### src/rtl/b2_pkg.sv
package b2_pkg;
  // which half of the fetched word the output stage is presenting
  typedef enum logic [1:0] {
    SLOT_NONE = 2'd0,
    SLOT_LO   = 2'd1,
    SLOT_HI   = 2'd2
  } rd_slot_e;
endpackage

### src/rtl/b2_rst_sync.sv
module b2_rst_sync (
  input  logic clk,
  input  logic arst_n,
  output logic srst_n
);
  logic s1_q, s2_q;

  always_ff @(posedge clk or negedge arst_n) begin
    if (!arst_n) begin
      s1_q <= 1'b0;
      s2_q <= 1'b0;
    end else begin
      s1_q <= 1'b1;
      s2_q <= s1_q;
    end
  end

  assign srst_n = s2_q;
endmodule

### src/rtl/b2_wr_gather.sv
module b2_wr_gather #(
  parameter int DQ_W   = 18,
  parameter int BYTES  = 2,
  parameter int ADDR_W = 4
) (
  input  logic                  clk,
  input  logic                  rst_n,
  input  logic                  wr_cmd,
  input  logic [ADDR_W-1:0]     cmd_addr,
  input  logic [DQ_W-1:0]       din,
  input  logic [BYTES-1:0]      bw_n,
  output logic                  pend_v,
  output logic [ADDR_W-1:0]     pend_addr,
  output logic [2*DQ_W-1:0]     pend_data,
  output logic [2*BYTES-1:0]    pend_wen,
  output logic                  capturing
);
  localparam int WORD_W = 2 * DQ_W;
  localparam int WLANES = 2 * BYTES;

  logic              beat0_due_q, beat0_due_d;
  logic              beat1_due_q, beat1_due_d;
  logic              pend_v_q, pend_v_d;
  logic [ADDR_W-1:0] wa_q;
  logic [DQ_W-1:0]   b0_q;
  logic [BYTES-1:0]  m0_q;
  logic [ADDR_W-1:0] pa_q;
  logic [WORD_W-1:0] pd_q;
  logic [WLANES-1:0] pw_q;

  // next-state
  always_comb begin
    beat0_due_d = wr_cmd;
    beat1_due_d = beat0_due_q;
    pend_v_d    = beat1_due_q;
  end

  // control registers
  always_ff @(posedge clk or negedge rst_n) begin
    if (!rst_n) begin
      beat0_due_q <= 1'b0;
      beat1_due_q <= 1'b0;
      pend_v_q    <= 1'b0;
    end else begin
      beat0_due_q <= beat0_due_d;
      beat1_due_q <= beat1_due_d;
      pend_v_q    <= pend_v_d;
    end
  end

  // data registers, enabled, not reset
  always_ff @(posedge clk) begin
    if (wr_cmd) wa_q <= cmd_addr;
    if (beat0_due_q) begin
      b0_q <= din;
      m0_q <= ~bw_n;
    end
    if (beat1_due_q) begin
      pa_q <= wa_q;
      pd_q <= {din, b0_q};
      pw_q <= {~bw_n, m0_q};
    end
  end

  assign pend_v    = pend_v_q;
  assign pend_addr = pa_q;
  assign pend_data = pd_q;
  assign pend_wen  = pw_q;
  assign capturing = beat0_due_q | beat1_due_q;

  // a pending word exists only three cycles after a write command
  p_commit_after_beats_r3: assert property (@(posedge clk) disable iff (!rst_n)
    pend_v |-> $past(wr_cmd, 3));
endmodule

### src/rtl/b2_array.sv
module b2_array #(
  parameter int DQ_W   = 18,
  parameter int BYTES  = 2,
  parameter int ADDR_W = 4
) (
  input  logic                  clk,
  input  logic                  pend_v,
  input  logic [ADDR_W-1:0]     pend_addr,
  input  logic [2*DQ_W-1:0]     pend_data,
  input  logic [2*BYTES-1:0]    pend_wen,
  input  logic [ADDR_W-1:0]     rd_addr,
  output logic [2*DQ_W-1:0]     rd_word
);
  localparam int WORD_W = 2 * DQ_W;
  localparam int WLANES = 2 * BYTES;
  localparam int LANE_W = DQ_W / BYTES;
  localparam int DEPTH  = 1 << ADDR_W;

  logic [WORD_W-1:0] mem [DEPTH];
  logic [WORD_W-1:0] arr_word;
  logic              hit;

  // lane-wise commit of the pending word
  always_ff @(posedge clk) begin
    if (pend_v) begin
      for (int i = 0; i < WLANES; i++) begin
        if (pend_wen[i]) mem[pend_addr][i*LANE_W +: LANE_W] <= pend_data[i*LANE_W +: LANE_W];
      end
    end
  end

  assign arr_word = mem[rd_addr];
  assign hit      = pend_v && (pend_addr == rd_addr);

  // coherence: enabled lanes of a matching pending write override the array
  for (genvar g = 0; g < WLANES; g++) begin : g_byp
    assign rd_word[g*LANE_W +: LANE_W] = (hit && pend_wen[g]) ?
      pend_data[g*LANE_W +: LANE_W] : arr_word[g*LANE_W +: LANE_W];
  end
endmodule

### src/rtl/b2_rd_out.sv
module b2_rd_out
  import b2_pkg::*;
#(
  parameter int DQ_W   = 18,
  parameter int ADDR_W = 4
) (
  input  logic                clk,
  input  logic                rst_n,
  input  logic                rd_cmd,
  input  logic [ADDR_W-1:0]   cmd_addr,
  input  logic [2*DQ_W-1:0]   rd_word,
  output logic [ADDR_W-1:0]   rd_addr,
  output logic [DQ_W-1:0]     dout,
  output logic                dvalid,
  output logic                oe
);
  localparam int WORD_W = 2 * DQ_W;

  logic              fetch_q, fetch_d;
  rd_slot_e          slot_q, slot_d;
  logic [ADDR_W-1:0] ra_q;
  logic [WORD_W-1:0] word_q;

  always_comb begin
    fetch_d = rd_cmd;
    if (fetch_q)                slot_d = SLOT_LO;
    else if (slot_q == SLOT_LO) slot_d = SLOT_HI;
    else                        slot_d = SLOT_NONE;
  end

  always_ff @(posedge clk or negedge rst_n) begin
    if (!rst_n) begin
      fetch_q <= 1'b0;
      slot_q  <= SLOT_NONE;
    end else begin
      fetch_q <= fetch_d;
      slot_q  <= slot_d;
    end
  end

  always_ff @(posedge clk) begin
    if (rd_cmd)  ra_q   <= cmd_addr;
    if (fetch_q) word_q <= rd_word;
  end

  assign rd_addr = ra_q;

  always_comb begin
    case (slot_q)
      SLOT_LO: dout = word_q[DQ_W-1:0];
      SLOT_HI: dout = word_q[WORD_W-1:DQ_W];
      default: dout = '0;
    endcase
  end

  assign dvalid = (slot_q != SLOT_NONE);
  assign oe     = (slot_q != SLOT_NONE);

  // two beats follow a read command after two cycles
  p_read_latency_r5: assert property (@(posedge clk) disable iff (!rst_n)
    rd_cmd |-> ##2 dvalid ##1 dvalid);
  // valid only in slots owed to an earlier read
  p_valid_source_r7: assert property (@(posedge clk) disable iff (!rst_n)
    dvalid |-> ($past(rd_cmd, 2) || $past(rd_cmd, 3)));
  // the data output is quiet outside read slots
  p_quiet_dout_r10: assert property (@(posedge clk) disable iff (!rst_n)
    !dvalid |-> (dout == '0));
endmodule

### src/rtl/b2_sram_front.sv
module b2_sram_front #(
  parameter int DQ_W   = 18,
  parameter int BYTES  = 2,
  parameter int ADDR_W = 4
) (
  input  logic              clk,
  input  logic              rst_n,
  input  logic              ld_n,
  input  logic              rw,
  input  logic [ADDR_W-1:0] addr,
  input  logic [DQ_W-1:0]   din,
  input  logic [BYTES-1:0]  bw_n,
  output logic [DQ_W-1:0]   dout,
  output logic              dout_oe,
  output logic              dvalid
);
  localparam int WORD_W = 2 * DQ_W;
  localparam int WLANES = 2 * BYTES;

  logic              srst_n;
  logic              cmd_live, rd_cmd, wr_cmd;
  logic              pend_v, wr_capture;
  logic [ADDR_W-1:0] pend_addr, rd_addr;
  logic [WORD_W-1:0] pend_data, rd_word;
  logic [WLANES-1:0] pend_wen;

  b2_rst_sync u_rst (
    .clk    (clk),
    .arst_n (rst_n),
    .srst_n (srst_n)
  );

  assign cmd_live = srst_n & ~ld_n;
  assign rd_cmd   = cmd_live & rw;
  assign wr_cmd   = cmd_live & ~rw;

  b2_wr_gather #(.DQ_W(DQ_W), .BYTES(BYTES), .ADDR_W(ADDR_W)) u_wr (
    .clk       (clk),
    .rst_n     (srst_n),
    .wr_cmd    (wr_cmd),
    .cmd_addr  (addr),
    .din       (din),
    .bw_n      (bw_n),
    .pend_v    (pend_v),
    .pend_addr (pend_addr),
    .pend_data (pend_data),
    .pend_wen  (pend_wen),
    .capturing (wr_capture)
  );

  b2_array #(.DQ_W(DQ_W), .BYTES(BYTES), .ADDR_W(ADDR_W)) u_arr (
    .clk       (clk),
    .pend_v    (pend_v),
    .pend_addr (pend_addr),
    .pend_data (pend_data),
    .pend_wen  (pend_wen),
    .rd_addr   (rd_addr),
    .rd_word   (rd_word)
  );

  b2_rd_out #(.DQ_W(DQ_W), .ADDR_W(ADDR_W)) u_rd (
    .clk      (clk),
    .rst_n    (srst_n),
    .rd_cmd   (rd_cmd),
    .cmd_addr (addr),
    .rd_word  (rd_word),
    .rd_addr  (rd_addr),
    .dout     (dout),
    .dvalid   (dvalid),
    .oe       (dout_oe)
  );

  // host rule, each command owns two beat slots
  p_cmd_gap_r2: assert property (@(posedge clk) disable iff (!srst_n)
    cmd_live |=> !cmd_live);
  // the bus is never driven while write beats are taken in
  p_no_turn_clash_r8: assert property (@(posedge clk) disable iff (!srst_n)
    !(dout_oe && wr_capture));
  // two idle cycles leave no write beat capture behind
  p_idle_no_capture_r1: assert property (@(posedge clk) disable iff (!srst_n)
    ($past(ld_n) && $past(ld_n, 2)) |-> !wr_capture);
endmodule

### config.mk
export PLATFORM = sky130hd
export DESIGN_NAME = b2_sram_front
export DESIGN_NICKNAME = d
export VERILOG_FILES = /design/src/rtl/b2_pkg.sv /design/src/rtl/b2_rst_sync.sv /design/src/rtl/b2_wr_gather.sv /design/src/rtl/b2_array.sv /design/src/rtl/b2_rd_out.sv /design/src/rtl/b2_sram_front.sv
export SDC_FILE = /design/constraint.sdc
export NUM_CORES = 1
export LEC_CHECK = 0
export CORE_ASPECT_RATIO = 0.8
export CORE_MARGIN = 4
export CORE_UTILIZATION = 55
export DETAILED_ROUTE_END_ITERATION = 8
export PLACE_DENSITY_LB_ADDON = 0.2
export SLEW_MARGIN = 20
export SYNTH_ARGS = -nofsm -noshare
export SYNTH_HDL_FRONTEND = slang
export SYNTH_SLANG_ARGS = --single-unit
### constraint.sdc
create_clock -name clk -period 1.86 [get_ports clk]
set_clock_uncertainty 0.05 [all_clocks]
set_input_delay 0.372 -clock clk [delete_from_list [all_inputs] [get_ports clk]]
set_output_delay 0.372 -clock clk [all_outputs]
set_load 0.005 [all_outputs]
======== Word-level counts from Yosys, hierarchy flattened ========
Memories as Yosys holds them, arrays and structs flattened. A register that Yosys moved wholly into a read port is not among the register bits.
Index checks and enable logic that the tools add are counted.
operators by class
  muxes and demuxes ....................... 15
  bitwise gates (word level) .............. 6
  reductions and logical operators ........ 1
  equality and inequality tests ........... 2
operators by type and width
  cell                                                              count
  18-bit one-hot mux with 2 select lines                            1
  1-bit 2-to-1 mux                                                  12
  2-bit 2-to-1 mux                                                  2
  1-bit AND                                                         3
  2-bit by 1-bit == test with 1-bit output (second input constant)  1
  2-bit == test (second input constant)                             1
  1-bit NOT                                                         2
  2-bit NOT                                                         1
  2-bit nonzero test                                                1
storage, ports and cells
  memories ................................ 1
  register bits ........................... 80
  memory bits (writable) .................. 576
memories
  memory     depth  bits a word  read ports  clocked after Yosys merged registers in  wr ports  line            source
  u_arr.mem  16     36           1           1                                        1         b2_array.sv:19  logic [WORD_W-1:0] mem [DEPTH];

======== Longest topological paths before layout ========
Gate-level depths: netlist (run 1).
  depth in word-level cells ............... 3
  depth in mapped cells ................... 7

======== Hierarchy ========
From an unflattened synthesis (run 1), not the netlist that was laid out.
second synthesis, totals
  cell total of the unflattened synthesis .. 1193
  area, all modules ....................... 26263.9 um^2
modules (own cells, without submodules)
  module         area each (um^2)  sequential area each (um^2)  cells each  instances
  b2_array       22340.2           17296.6                      1022        1
  b2_wr_gather   2130.8            2117.0                       74          1
  b2_rd_out      1717.9            1276.2                       92          1
  b2_rst_sync    53.8              50.0                         3           1
  b2_sram_front  21.3              0.0                          2           1

======== Worst setup path before layout (run 1) ========
OpenSTA, ideal clock, no wires.
  path type ............................... reg-to-reg
  start point ............................. reg u_rd.ra_q[3] (netlist: u_rd.rd_addr[3])
  end point ............................... reg u_rd.word_q[0], read port of u_arr.mem (data pin)
  clock period less this slack ............ 2102 ps
  setup slack ............................. -242 ps
  data arrival time ....................... 1793 ps
  stages on the path, launching flop included .. 8
  required time ........................... 1550 ps
  path through ............................ edfxtp_1 > buf_2 > buf_2 > buf_1 > mux4_2 > a22oi_1 > nand2_1 > mux2_2
RTL lines
  what                    line             source
  start, declared         b2_rd_out.sv:21  logic [ADDR_W-1:0] ra_q;
  start signal, assigned  b2_rd_out.sv:42  if (rd_cmd) ra_q <= cmd_addr;
  end, declared           b2_rd_out.sv:22  logic [WORD_W-1:0] word_q;

======== Worst setup path in the final report (run 1) ========
  start point ............................. reg u_rd.slot_q[0]
  end point ............................... out dout[13]
between the ends
  longest elaborated chain between the ends .. 2
ends and longest elaborated chain
  what                                                                              line                 source
  start, declared                                                                   b2_rd_out.sv:20      rd_slot_e slot_q, slot_d;
  start signal, assigned                                                            b2_rd_out.sv:37      slot_q <= slot_d;
  2-bit == test / 2-bit by 1-bit == test with 1-bit output (equally long branches)  b2_rd_out.sv:49      case (slot_q)
  18-bit one-hot mux with 2 select lines *                                          b2_rd_out.sv:49
  end, declared                                                                     b2_sram_front.sv:13  output logic [DQ_W-1:0] dout,
Mark *: on every way between the ends. The rest lies on a longest branch, timed or not.

==> flow_summary.ini, run 1 <==
[synth]
synth_edf_count = 684
netlist-cell-type-count = 23
synthMuxAreaShare_pct = 14.0
yosys_most_used_dff = edfxtp_1
synth_top_family_by_area = multiplexers
yosys.area_share.simple_pct = 2.61
ys.warnings.count = 0
synthArstFlopShare_pct = 1.16
synth_nets = 1223
synth_xor_xnor_area_share_pct = 0.134
synth_compound_area_share_pct = 2.58
synth.yosys.seq_area_share_pct = 79.3
syn_avg_cell_area_um2 = 21.9
synth_cells = 1192
yosys.area_share.adder_pct = 0.144
ys_seq_elements = 692
syn-cell-area_um2 = 26100

[timing]
slew_violations = 0
fin_ws_ps = -489
fin_setup_tns_ps = -21330
fmax_mhz = 426
hold_violations = 0
rsz0062_at_grt = yes
worst_slew_pin_slew_ps = 859
setup_viol_count_final = 65
min_period_ps = 2350
layout_worst_path_cycle_share_pct = 126
relSlewSlack_pct = 42.6

[worst_setup_path]
worstPathArrival_ps = 1930
crit_path_max_incr_delay_ps = 410
cp-start-kind = flip-flop
reg2reg_from = u_rd.rd_addr[0]
crit_start = u_rd.slot_q[0]
ff2ff_setup_slack_ps = -410
worstSetupEndpointType = output pin
crit_type = reg2out
required_ps = 1440
path_max_fanout = 5
path_cells = inv_2 -> ha_4 -> buf_8 -> a22oi_2 -> nor2b_4 -> buf_2
crit_slowest_cell = dfrtp_1

[clock_network]
clk-insertion-delay-late_ps = 600
cts.sinks = 692
clock_path_buffers = 3
cts_root_buf = clkbuf_16
htreeDepth = 3
cts_tree = yes
cts.reportedPaths.clkPinSlew_ps = 70
cts_buffers = 66

[power]
clkPwrFrac_pct = 42.8
combinationalPowerShare_pct = 3.4
sw_frac_of_total_pct = 19.2
power.density_nw_per_um2 = 982
ir_drop_mv = 1.01
p_seq_share_pct = 53.8
p_leak_nw = 10.7
intPower_w = 0.0258
power_w = 0.0320
power_switching_w = 0.00616

[drt]
drtAntennaViolNets = 0
drt_wl_total_um = 62800
dr.pass1.iters = 5
wire_per_inst_um = 29.3
num_vias = 13400
drc = 0
drtIter0Drc = 1759
routed_via_density = 6.23

[place]
place_ws_ps = -501
gp_congestion = 0.814
place_inst = 1997
portBuffers = 47
dp_hpwl_um = 38600

[finish]
synthToLayoutAreaGrowth_pct = 24.7
layout_commonest_cell = edfxtp_1
post-route-util_pct = 69.4
drive_gt1_share_pct = 42.5
antenna_cells = 0
instances_no_fill = 2144
final_nets = 1506
mostFrequentLayoutCells = 684 x edfxtp_1, 144 x mux4_2, 133 x buf_4
fill_cells = 2836

[global_routing]
grt_max_degree = 44
overflow = 0
antenna_found_initial = 2
groute.usage.overall_pct = 24.8
grt_pass1_vias = 13400
grt_pass1_wl_um = 91200

[die]
core-area_um2 = 47000
dieHeight_um = 203
ios = 48
dieWidth_um = 252
start_util_pct = 55.6
die_area_um2 = 51100
rows = 71

[outcome]
violations = setup timing
status = finished, violations left

[hold_path]
worstHoldPathType = reg2async

[run]
cap_violations = 0
-- logic make-up after synthesis --
kind of cell               Yosys count
xor gates and xnor gates             4
other                                1
muxes                              180
buffers and inverters               66
adders and majority gates            3
and+or+nand+nor                    156
AOI/OAI and AO/OA                   90
DFF                                692
-- state kept, by name, indices dropped and copies added, names as in the netlist, 2 cells and up --
| register | flops |
|---|---|
| u_arr.mem | 576 |
| u_rd.rd_addr | 4 |
| u_rd.slot_q | 2 |
| u_rd.word_q | 36 |
| u_wr.b0_q | 18 |
| u_wr.m0_q | 2 |
| u_wr.pend_addr | 4 |
| u_wr.pend_data | 36 |
| u_wr.pend_wen | 4 |
| u_wr.wa_q | 4 |
-- critical path, delay by kind of cell, from the launching register on --
family	cells	cell delay (ps)
DFF	1	410
and+or+nand+nor	1	60
adders and majority gates	1	190
buffers and inverters	3	360
AOI/OAI and AO/OA	1	320
-- power by group through the flow --
stage	Clock (W)	Combinational, W	Sequential [W]
6_report	0.0137	0.00109	0.0172
5_1_grt	0.0147	0.00115	0.0172
4_1_cts	0.0139	0.00107	0.0172
3_5_place_dp	0	0.000890	0.0175
3_3_place_gp	0	0.000871	0.0175
2_1_floorplan	0	0.000413	0.0175
-- cell type report --
type	count	area, µm²	area share (%)
clock buffers	85	1860	5.70
clock inverters	32	353	1.08
inverters	5	21.3	0.0653
multi-input cells	434	5820	17.9
flip-flops and latches	692	20700	63.6
well taps	620	776	2.38
repair buffers	276	3020	9.27
-- stage by stage --
| step | hold slack (ps) | instance area (µm²) |
|---|---|---|
| after CTS | 169 | 32400 |
| after detailed placement | 162 | 29000 |
| after global routing | 214 | 32600 |
| after floorplan | 26.4 | 26200 |
| final | 165 | 32600 |
| after global placement | 155 | 29000 |
-- synth_stat cells, drive strengths merged, types with 5 or more instances --
cell    number  area (µm²)
a22oi       90         676
buf         27         173
clkbuf      34         128
dfrtp        8         200
edfxtp     684       20500
inv          5        18.8
mux2        36         405
mux4       144        3240
nand2       49         184
nand3        6        30.0
nor2        71         277
nor2b       25         156
-- metal layers --
metal	vias to the layer above	part of all wire, %	GRT usage, %	wire length [µm]
met2	673	45	35.4	28100
met3	103	10	7.06	6510
li1	5525	-	-	-
met1	7051	43	39.2	27000
met4	0	1.9	4.97	1210
met5	-	0	0	0
-- path summary, 6_finish.rpt --
kind,cells after the start,end
min in group clk,0,u_rst.srst_n
worst min-delay path,1,u_wr.pend_v
worst max register to register,7,u_rd.word_q[2]
max in group asynchronous,2,u_rst.s1_q
worst min register to register,1,u_wr.pend_v
worst max-delay path,6,dout[13]
-- timing repair --
action,4_1_cts,5_1_grt
gates resized for setup,242,95
hold endpoints to repair,2,0
setup endpoints to repair,186,470
hold buffers,1,0
gates cloned,15,4
pin swaps,59,42
buffers inserted,18,7
Note: power is estimated with default switching activity, not from simulation.
==> inputs of run 2 (changes only) <==
CAP_MARGIN = 20   (was default)
==> results of run 2 <==
Final layout, timing and power as in run 1 (identical DEF).
==> inputs of run 3 (changes only) <==
CAP_MARGIN = default   (was 20)
SKIP_LAST_GASP = 1   (was default)
==> flow_summary.ini, run 3 (synthesis gave the netlist of run 1 again) <==
[finish]
synthToLayoutAreaGrowth_pct = 24.3
layout_commonest_cell = edfxtp_1
mostFrequentLayoutCells = 684 x edfxtp_1, 144 x mux4_2, 140 x buf_4
largest_reg_flops = 576
drive_gt1_share_pct = 42.3
instances_no_fill = 2146
fill_cells = 2846
antenna_cells = 0
final_nets = 1508
top_register = u_arr.mem

[clock_network]
clk-insertion-delay-late_ps = 590
htreeDepth = 3
cts_root_buf = clkbuf_16
cts_tree = yes
cts_buffers = 66
clock_path_buffers = 3
cts.reportedPaths.clkPinSlew_ps = 60
cts.sinks = 692

[timing]
setup_viol_count_final = 56
hold_violations = 0
worst_slew_pin_slew_ps = 886
rsz0062_at_grt = yes
fmax_mhz = 423
whs_ps = 167
relSlewSlack_pct = 40.8
fin_ws_ps = -502
min_period_ps = 2360
slew_violations = 0
layout_worst_path_cycle_share_pct = 127

[worst_setup_path]
required_ps = 1440
path_max_fanout = 5
crit_type = reg2out
worstSetupEndpointType = output pin
cp-start-kind = flip-flop
worstPathArrival_ps = 1940

[place]
gp_congestion = 0.814
portBuffers = 47
dp_hpwl_um = 38600
place_inst = 1997

[drt]
wire_per_inst_um = 29.3
drtAntennaViolNets = 0
dr.pass1.iters = 5
num_vias = 13400
routed_via_density = 6.25
drt_wl_total_um = 62900
drc = 0
drtIter0Drc = 1607

[power]
ir_drop_mv = 1.01
power.density_nw_per_um2 = 984
p_leak_nw = 10.7

[die]
core-area_um2 = 47000
dieWidth_um = 252
start_util_pct = 55.6
rows = 71
ios = 48
die_area_um2 = 51100
dieHeight_um = 203

[outcome]
violations = setup timing
status = finished, violations left

[global_routing]
groute.usage.overall_pct = 24.8
grt_max_degree = 44
grt_pass1_vias = 13500
overflow = 0
grt_pass1_wl_um = 91300
antenna_found_initial = 2

[hold_path]
worstHoldPathType = reg2async

[run]
cap_violations = 0
run 3: cell count changes in the layout (fill, tap and decap cells not counted), moves of 2 or more:
cell,previous run,this run
a22oi_2,73,70
a22oi_1,17,20
mux2_2,3,14
buf_4,133,140
nor2_2,5,2
buf_8,12,10
buf_6,34,30
nor2_4,10,12
mux2_4,33,22
run 3: cell type report:
class / instances / area [µm²] / area share [%]
clock buffers: 85 / 1860 / 5.72
flip-flops and latches: 692 / 20700 / 63.8
clock inverters: 32 / 353 / 1.09
multi-input cells: 434 / 5770 / 17.8
well taps: 620 / 776 / 2.39
inverters: 5 / 21.3 / 0.0654
repair buffers: 278 / 2990 / 9.18
run 3: metal layers:
| metal | track usage [%] | part of all wire (%) | wire length (µm) | vias up |
|---|---|---|---|---|
| met1 | 38.9 | 42 | 26600 | 7073 |
| met2 | 35.4 | 45 | 28400 | 713 |
| li1 | - | - | - | 5536 |
| met4 | 4.95 | 1.7 | 1050 | 0 |
| met3 | 7.51 | 11 | 6880 | 88 |
| met5 | 0 | 0 | 0 | - |
run 3: power breakdown:
part / internal [W] / total (W) / switching [W] / leakage, nW
registers: 0.0171 / 0.0172 / 0.0000925 / 6.28
clock network: 0.00816 / 0.0137 / 0.00552 / 1.10
logic: 0.000545 / 0.00108 / 0.000532 / 3.33
run 3: worst paths after layout:
| kind | from | endpoint | slack (ps) | cells past startpoint |
|---|---|---|---|---|
| max reg2reg | u_rd.rd_addr[0] | u_rd.word_q[2] | -420 | 7 |
| min reg2reg | u_rst.srst_n | u_wr.pend_v | 170 | 1 |
| max | u_rd.slot_q[0] | dout[13] | -500 | 6 |
| min in group clk | u_rst.s1_q | u_rst.srst_n | 300 | 0 |
| max in group asynchronous | rst_n | u_rst.s1_q | 1220 | 2 |
| min | u_rst.srst_n | u_wr.pend_v | 170 | 1 |
run 3: worst max-delay path, stage by stage, from the launching register on:
cell and delay (ps):
dfrtp_1 410, inv_2 80, ha_4 190, buf_8 150
a22oi_2 330, nor2b_4 60, buf_2 130
run 3: metrics by stage:
step / instance area [µm²] / total power (W) / utilization (%) / TNS [ps] / setup WS (ps)
final: 32500 / 0.0320 / 69.2 / -21080 / -502
after global routing: 32500 / 0.0330 / 69.2 / -27990 / -574
after CTS: 32400 / 0.0321 / 68.9 / -26010 / -526
after detailed placement: 29000 / 0.0184 / 61.8 / -20440 / -501
after global placement: 29000 / 0.0184 / 61.8 / -18070 / -474
after floorplan: 26200 / 0.0179 / - / -6960 / -198
run 3: repair_timing:
item                                    4_1_cts  5_1_grt
endpoints found under the hold margin         2        0
gates cloned                                 15        5
resized for setup                           231       85
hold buffers                                  1        0
buffers inserted                             18        9
endpoints found under the setup margin      186      538
pin swaps                                    58       41
